<file path="config.mk">
export PLATFORM = sky130hd
export DESIGN_NAME = addr_window_decoder
export DESIGN_NICKNAME = d
export VERILOG_FILES = /design/src/rtl/awd_pkg.sv /design/src/rtl/awd_regfile.sv /design/src/rtl/awd_window_match.sv /design/src/rtl/awd_resolve.sv /design/src/rtl/awd_seg_limit.sv /design/src/rtl/addr_window_decoder.sv
export SDC_FILE = /design/constraint.sdc
export NUM_CORES = 1
export LEC_CHECK = 0
export ABC_CLOCK_PERIOD_IN_PS = 2300
export BUFFER_PORTS_ARGS = -buffer_cell sky130_fd_sc_hd__buf_2
export CORE_MARGIN = 8
export CORE_UTILIZATION = 50
export CTS_CLUSTER_SIZE = 14
export DETAILED_ROUTE_END_ITERATION = 10
export MAX_ROUTING_LAYER = met4
export PLACE_DENSITY = 0.74
export RECOVER_POWER = 50
export SLEW_MARGIN = 15
export SYNTH_ARGS = -nofsm -noshare
export SYNTH_HDL_FRONTEND = slang
export SYNTH_SLANG_ARGS = --single-unit
</file>
<file path="constraint.sdc">
create_clock -name clk -period 2.3 [get_ports clk]
set_clock_uncertainty 0.1 [all_clocks]
set_input_delay 0.23 -clock clk [delete_from_list [all_inputs] [get_ports clk]]
set_output_delay 0.23 -clock clk [all_outputs]
set_load 0.02 [all_outputs]
</file>
<file path="src/rtl/awd_pkg.sv">
package awd_pkg;

    // register port map
    localparam int REG_WIN_BASE = 0;
    localparam int REG_BC_BASE  = 4;
    localparam int REG_SPACE    = 9;

    // bus-control fields, packed so that bit 0 is wait_st[0]
    typedef struct packed {
        logic       bus16;
        logic       rw_dly;
        logic       ale_long;
        logic       tri_ext;
        logic [3:0] wait_st;
    } bus_cfg_t;

    localparam int BC_W = $bits(bus_cfg_t);

endpackage

</file>
<file path="src/rtl/awd_regfile.sv">
module awd_regfile
    import awd_pkg::*;
#(
    parameter int ADDR_W   = 22,
    parameter int GRAN_LOG = 12,
    parameter int DATA_W   = 16,
    parameter int NUM_WIN  = 4,
    parameter int NUM_CFG  = NUM_WIN + 1,
    localparam int START_W = ADDR_W - GRAN_LOG
) (
    input  logic                              clk,
    input  logic                              rst_n,
    input  logic                              we,
    input  logic [3:0]                        addr,
    input  logic [DATA_W-1:0]                 wdata,
    output logic [NUM_WIN-1:0]                win_en,
    output logic [NUM_WIN-1:0][3:0]           win_size,
    output logic [NUM_WIN-1:0][START_W-1:0]   win_start,
    output bus_cfg_t [NUM_CFG-1:0]            cfg,
    output logic [1:0]                        space_code
);

    localparam int SIZE_LSB = START_W;

    genvar w;
    generate
        for (w = 0; w < NUM_WIN; w++) begin : g_win
            always_ff @(posedge clk or negedge rst_n) begin
                if (!rst_n) begin
                    win_en[w]    <= 1'b0;
                    win_size[w]  <= '0;
                    win_start[w] <= '0;
                end else if (we && addr == 4'(REG_WIN_BASE + w)) begin
                    win_en[w]    <= wdata[DATA_W-1];
                    win_size[w]  <= wdata[SIZE_LSB+3:SIZE_LSB];
                    win_start[w] <= wdata[START_W-1:0];
                end
            end
        end
        for (w = 0; w < NUM_CFG; w++) begin : g_cfg
            always_ff @(posedge clk or negedge rst_n) begin
                if (!rst_n)
                    cfg[w] <= '0;
                else if (we && addr == 4'(REG_BC_BASE + w))
                    cfg[w] <= bus_cfg_t'(wdata[BC_W-1:0]);
            end
        end
    endgenerate

    always_ff @(posedge clk or negedge rst_n) begin
        if (!rst_n)
            space_code <= 2'd3;
        else if (we && addr == 4'(REG_SPACE))
            space_code <= wdata[1:0];
    end

    // a write lands at the next edge
    p_space_write_r12: assert property (@(posedge clk) disable iff (!rst_n)
        (we && addr == 4'(REG_SPACE)) |=> space_code == $past(wdata[1:0]));
    p_bc0_write_r12: assert property (@(posedge clk) disable iff (!rst_n)
        (we && addr == 4'(REG_BC_BASE)) |=> cfg[0] == $past(wdata[BC_W-1:0]));
    // unmapped addresses leave every register alone
    p_unmapped_ignored_r11: assert property (@(posedge clk) disable iff (!rst_n)
        (we && addr > 4'(REG_SPACE)) |=>
            ($stable(space_code) && $stable(win_en) && $stable(win_start) && $stable(cfg)));

endmodule

</file>
<file path="src/rtl/awd_window_match.sv">
module awd_window_match #(
    parameter int ADDR_W        = 22,
    parameter int GRAN_LOG      = 12,
    parameter int MAX_SIZE_CODE = 8,
    localparam int START_W      = ADDR_W - GRAN_LOG
) (
    input  logic [START_W-1:0] addr_hi,
    input  logic               en,
    input  logic [3:0]         size_code,
    input  logic [START_W-1:0] start,
    output logic               hit
);

    logic [3:0]         size_eff;
    logic [START_W-1:0] cmp_mask;

    // codes past the largest size fold onto it
    assign size_eff = (size_code > 4'(MAX_SIZE_CODE)) ? 4'(MAX_SIZE_CODE) : size_code;

    genvar b;
    generate
        for (b = 0; b < START_W; b++) begin : g_mask
            assign cmp_mask[b] = (4'(b) >= size_eff);
        end
    endgenerate

    assign hit = en && (((addr_hi ^ start) & cmp_mask) == '0);

    always_comb begin
        if (!en) p_disabled_quiet_r2: assert (!hit);
        if (size_code > 4'(MAX_SIZE_CODE)) p_clamp_r10: assert (!cmp_mask[MAX_SIZE_CODE-1]);
    end

endmodule

</file>
<file path="src/rtl/awd_resolve.sv">
module awd_resolve #(
    parameter int NUM_WIN = 4,
    localparam int SEL_W  = $clog2(NUM_WIN + 1)
) (
    input  logic [NUM_WIN-1:0] hit,
    output logic [SEL_W-1:0]   sel
);

    // higher window index wins; pair 3/4 therefore beats pair 1/2
    always_comb begin
        sel = '0;
        for (int i = 0; i < NUM_WIN; i++)
            if (hit[i]) sel = SEL_W'(i + 1);
    end

    always_comb begin
        if (hit[NUM_WIN-1]) p_top_wins_r3: assert (sel == SEL_W'(NUM_WIN));
        if (hit[1] && !hit[2] && !hit[3]) p_pair_low_r4: assert (sel == SEL_W'(2));
        if ((hit[2] || hit[3]) && (hit[0] || hit[1])) p_pair_order_r5: assert (sel >= SEL_W'(3));
        if (hit == '0) p_default_r6: assert (sel == '0);
    end

endmodule

</file>
<file path="src/rtl/awd_seg_limit.sv">
module awd_seg_limit #(
    parameter int SEG_W = 6
) (
    input  logic [SEG_W-1:0] seg_in,
    input  logic [1:0]       space_code,
    output logic [SEG_W-1:0] seg_out,
    output logic [SEG_W-1:0] seg_drive
);

    logic [3:0] line_cnt;
    assign line_cnt = {1'b0, space_code, 1'b0};

    genvar i;
    generate
        for (i = 0; i < SEG_W; i++) begin : g_line
            assign seg_drive[i] = (4'(i) < line_cnt);
            assign seg_out[i]   = seg_in[i] & seg_drive[i];
        end
    endgenerate

    always_comb begin
        if (32'(line_cnt) <= SEG_W)
            p_line_count_r9: assert ($countones(seg_drive) == 32'(line_cnt));
    end

endmodule

</file>
<file path="src/rtl/addr_window_decoder.sv">
module addr_window_decoder
    import awd_pkg::*;
#(
    parameter int ADDR_W        = 22,
    parameter int SEG_BASE      = 16,
    parameter int GRAN_LOG      = 12,
    parameter int MAX_SIZE_CODE = 8,
    parameter int DATA_W        = 16,
    localparam int NUM_WIN      = 4,
    localparam int NUM_CFG      = NUM_WIN + 1,
    localparam int SEL_W        = $clog2(NUM_CFG),
    localparam int SEG_W        = ADDR_W - SEG_BASE,
    localparam int START_W      = ADDR_W - GRAN_LOG
) (
    input  logic              clk,
    input  logic              rst_n,
    input  logic              reg_we,
    input  logic [3:0]        reg_addr,
    input  logic [DATA_W-1:0] reg_wdata,
    input  logic [ADDR_W-1:0] acc_addr,
    output logic [SEL_W-1:0]  cfg_sel,
    output logic [NUM_CFG-1:0] cs_onehot,
    output logic [3:0]        wait_states,
    output logic              tristate_ext,
    output logic              ale_long,
    output logic              rw_delay,
    output logic              bus_16bit,
    output logic [SEG_W-1:0]  seg_out,
    output logic [SEG_W-1:0]  seg_drive
);

    logic [NUM_WIN-1:0]              win_en;
    logic [NUM_WIN-1:0][3:0]         win_size;
    logic [NUM_WIN-1:0][START_W-1:0] win_start;
    bus_cfg_t [NUM_CFG-1:0]          cfg;
    logic [1:0]                      space_code;
    logic [NUM_WIN-1:0]              hit;
    bus_cfg_t                        cur;
    logic                            unused_low;

    assign unused_low = ^acc_addr[GRAN_LOG-1:0] ^ ^reg_wdata[DATA_W-2:START_W+4];

    awd_regfile #(
        .ADDR_W(ADDR_W), .GRAN_LOG(GRAN_LOG), .DATA_W(DATA_W),
        .NUM_WIN(NUM_WIN), .NUM_CFG(NUM_CFG)
    ) i_regs (
        .clk(clk), .rst_n(rst_n), .we(reg_we), .addr(reg_addr), .wdata(reg_wdata),
        .win_en(win_en), .win_size(win_size), .win_start(win_start),
        .cfg(cfg), .space_code(space_code)
    );

    genvar w;
    generate
        for (w = 0; w < NUM_WIN; w++) begin : g_match
            awd_window_match #(
                .ADDR_W(ADDR_W), .GRAN_LOG(GRAN_LOG), .MAX_SIZE_CODE(MAX_SIZE_CODE)
            ) i_match (
                .addr_hi(acc_addr[ADDR_W-1:GRAN_LOG]),
                .en(win_en[w]), .size_code(win_size[w]), .start(win_start[w]),
                .hit(hit[w])
            );
        end
        for (w = 0; w < NUM_CFG; w++) begin : g_cs
            assign cs_onehot[w] = (cfg_sel == SEL_W'(w));
        end
    endgenerate

    awd_resolve #(.NUM_WIN(NUM_WIN)) i_resolve (.hit(hit), .sel(cfg_sel));

    always_comb begin
        cur = cfg[0];
        for (int k = 1; k < NUM_CFG; k++)
            if (cfg_sel == SEL_W'(k)) cur = cfg[k];
    end

    assign wait_states  = cur.wait_st;
    assign tristate_ext = cur.tri_ext;
    assign ale_long     = cur.ale_long;
    assign rw_delay     = cur.rw_dly;
    assign bus_16bit    = cur.bus16;

    awd_seg_limit #(.SEG_W(SEG_W)) i_seg (
        .seg_in(acc_addr[ADDR_W-1:SEG_BASE]), .space_code(space_code),
        .seg_out(seg_out), .seg_drive(seg_drive)
    );

    always_comb begin
        p_cs_onehot_r8: assert ($onehot(cs_onehot));
    end

endmodule

</file>
==> out/results.txt <==
Worst R2R End - i_regs.win_size[3]
Synth warn - 0
Grt total ovfl - 0
Final-layout fill cell count - 800
Finished Layout Cells - 640
Pre-antenna DRT Iters - 5
Hold path depth - 2
CTS root buffer - clkbuf_8
Final setup vio count - 16
Minimum clock period - 2881 ps
CP Data Arrival Time - 2550 ps
Rel. slew slack - 0.09227
FF+latch area - 0.002555 mm^2
Die area - 0.01384 mm^2
DRC errors left - 0
Worst Max-Slew Pin Slew - 1362 ps
Routed Antenna Nets - 0
Post-synth cell types - 49
Synth async-reset ratio - 1.000
Syn_area_per_cell - 12.57 um^2
Min-delay src - reg_wdata[12]
Overall Power - 5.394 mW
CP Capture Type - output pin
FF-to-FF setup slack - 1260 ps
Number of global-route vias before repair - 3773
Clock transition at path regs - 100 ps
Area of the multi-input gates - 0.002525 mm^2
Final nets - 544
Area share of the leading cell type in the synthesized netlist - 0.4843
Worst Path Max Fanout - 9
GRT Overall Usage - 0.1888
Tcrit/Tclk final - 1.253
Clk_lat worst skew - 370 ps
Starting density of the core - 0.5074
Syn Inst Count - 411
Dominant cell type by area after synthesis - dfrtp_1
Clk buf depth - 2
TritonCTS clock tree - done
Num Clock Sinks - 102
Rows - 37
Leakage - 2.839 nW
CORE AREA - 0.01018 mm^2
Crit path launch type - register
Reg2reg start - i_regs.win_size[3]
Post-synthesis net count - 456
Max Cap Violations - 0
Htree depth - 3
HP Class - in2reg
Seq/Total Area, Yosys - 0.4944
# IOs - 73
DP Area - 0.005791 mm^2
Critical path's largest stage delay - 470 ps
Area Growth Syn to Fin - 20.90%
Count leader, synth - mux2_2
Unrepaired setup endpoints after global routing - true
Wire per inst - 19.92 um
Count of buffer and inverter cells on the critical path - 2
Dpl ws - -424.6 ps
Initial antenna violation count - 0
Cells after DPL - 615
Worst hold slack - 41.70 ps
Final Hold Vio Count - 0
Share of cells above drive strength 1 - 0.4782
Top FF cell, synth - dfrtp_1
Die width - 117.7 um
Slowest stage cell, crit path - or3_4
Post-synthesis cell area - 0.005167 mm^2
Synth cell count leaders - 102 x mux2_2, 100 x dfrtp_1, 19 x xnor2_1, 17 x xor2_1, 16 x nor2_1
Fmax - 0.3471 GHz
Via Count - 3630
Final Cell Area - 0.006247 mm^2
Top delay family on crit path - compound AO/OA/AOI/OAI gates
Largest cells by area after synthesis - dfrtp_1 48%, mux2_2 22%, xnor2_1 3.2%
#FFs+latches synth - 102
Largest net degree at the start of global routing - 56
Setup tns final - -7584 ps
Wirelength, routed - 12750 um
Number of DRC markers in iteration 0 - 289
Ant. Diodes - 0
Max rail drop VDD - 592.8 uV
Routability cong. - 0.8329
Status - complete, but fails checks
Fin. max-slew vios - 0
Core Util, Final - 0.6134
Total CTS buffers - 9
FF-to-FF path depth - 2
First-pass GRT wire length - 20260 um
Post-synth EDFFs - 0
Critical path class - reg2out
Die H - 117.7 um
Required @ worst endpoint - 1970 ps
# port buffers - 59
DP HPWL - 8649 um
Post-DR vias/cell - 5.672
Failing checks - setup timing
Slack of the critical path - -581.4 ps
Hold endpoint - i_regs.win_size[6]
Critical Path, Cell by Cell - xnor2_2, a21oi_1, o41a_1, or3_4, clkinv_4, nor2_4, a221o_1, buf_6
PwrDens - 863.4 mW/mm^2
[cell type report]
| type | count | area share |
|---|---|---|
| clock buffers | 10 | 0.02043 |
| clock inverters | 6 | 0.006008 |
| inverters | 11 | 0.007410 |
| multi-input cells | 270 | 0.4042 |
| flip-flops and latches | 102 | 0.4090 |
| well taps | 136 | 0.02724 |
| repair buffers | 105 | 0.1258 |
[state kept, by name (all words and copies together), names as in the netlist]
| register | flops |
|---|---|
| i_regs.win_en | 4 |
| i_regs.win_size | 16 |
| i_regs.win_start | 40 |
| i_regs.space_code | 2 |
| i_regs.cfg | 40 |
[kinds of logic after synthesis]
group                  synth area share
AO/OA/AOI/OAI                   0.08499
XOR/XNOR                        0.07579
buffers and inverters           0.04189
flip-flops                       0.4944
multiplexers                     0.2223
AND/OR/NAND/NOR                 0.08063
[cell usage in the layout, fill, tap and decap left out, types with 3 or more instances in the layout]
cell type | Yosys | layout
clkbuf_1 | 8 | 9
a21oi_1 | 11 | 11
xor2_1 | 17 | 16
nor3_1 | 3 | 3
and2_1 | 15 | 15
xnor2_1 | 19 | 16
nor2_1 | 16 | 13
clkinv_2 | 0 | 4
xnor2_2 | 2 | 5
o211a_1 | 10 | 9
nand2_1 | 9 | 8
nand3_1 | 9 | 9
a221o_1 | 8 | 8
buf_12 | 0 | 3
inv_1 | 10 | 9
nand3b_1 | 3 | 3
and3_1 | 5 | 5
buf_2 | 8 | 42
mux2_2 | 102 | 102
dfrtp_1 | 100 | 100
buf_6 | 5 | 18
o221ai_1 | 8 | 8
clkbuf_8 | 0 | 9
buf_4 | 5 | 30
[metal layers]
layer | GRT usage | up-vias | part of all wire
met5 | - | - | 0
met4 | 0.05685 | 0 | 0.012
met3 | 0.02878 | 15 | 0.036
met2 | 0.2980 | 101 | 0.49
met1 | 0.2469 | 1874 | 0.46
li1 | - | 1640 | -
[timing repair]
item,in CTS,in global routing
gates resized for setup,36,25
buffers inserted,3,4
gates cloned,2,0
hold endpoints to repair,52,0
hold buffers,1,0
setup endpoints to repair,16,16
pin swaps,5,4
[power by group]
group	switching (mW)	total (mW)	leakage, nW	internal (mW)
logic	0.869	1.86	1.50	0.988
registers	0.309	2.52	1.25	2.22
clock network	0.619	1.01	0.0902	0.393
total	1.80	5.39	2.84	3.60
[worst max-delay path by stage]
stage                              start              to  cells after the start
finish              i_regs.win_start[32]       bus_16bit                      8
global route        i_regs.win_start[32]  wait_states[1]                      9
CTS                 i_regs.win_start[31]       bus_16bit                      8
detailed placement   i_regs.win_start[4]        ale_long                      8
global placement            acc_addr[16]        ale_long                      9
floorplan            i_regs.win_start[4]        ale_long                      7
(Power assumes the default switching activity.)
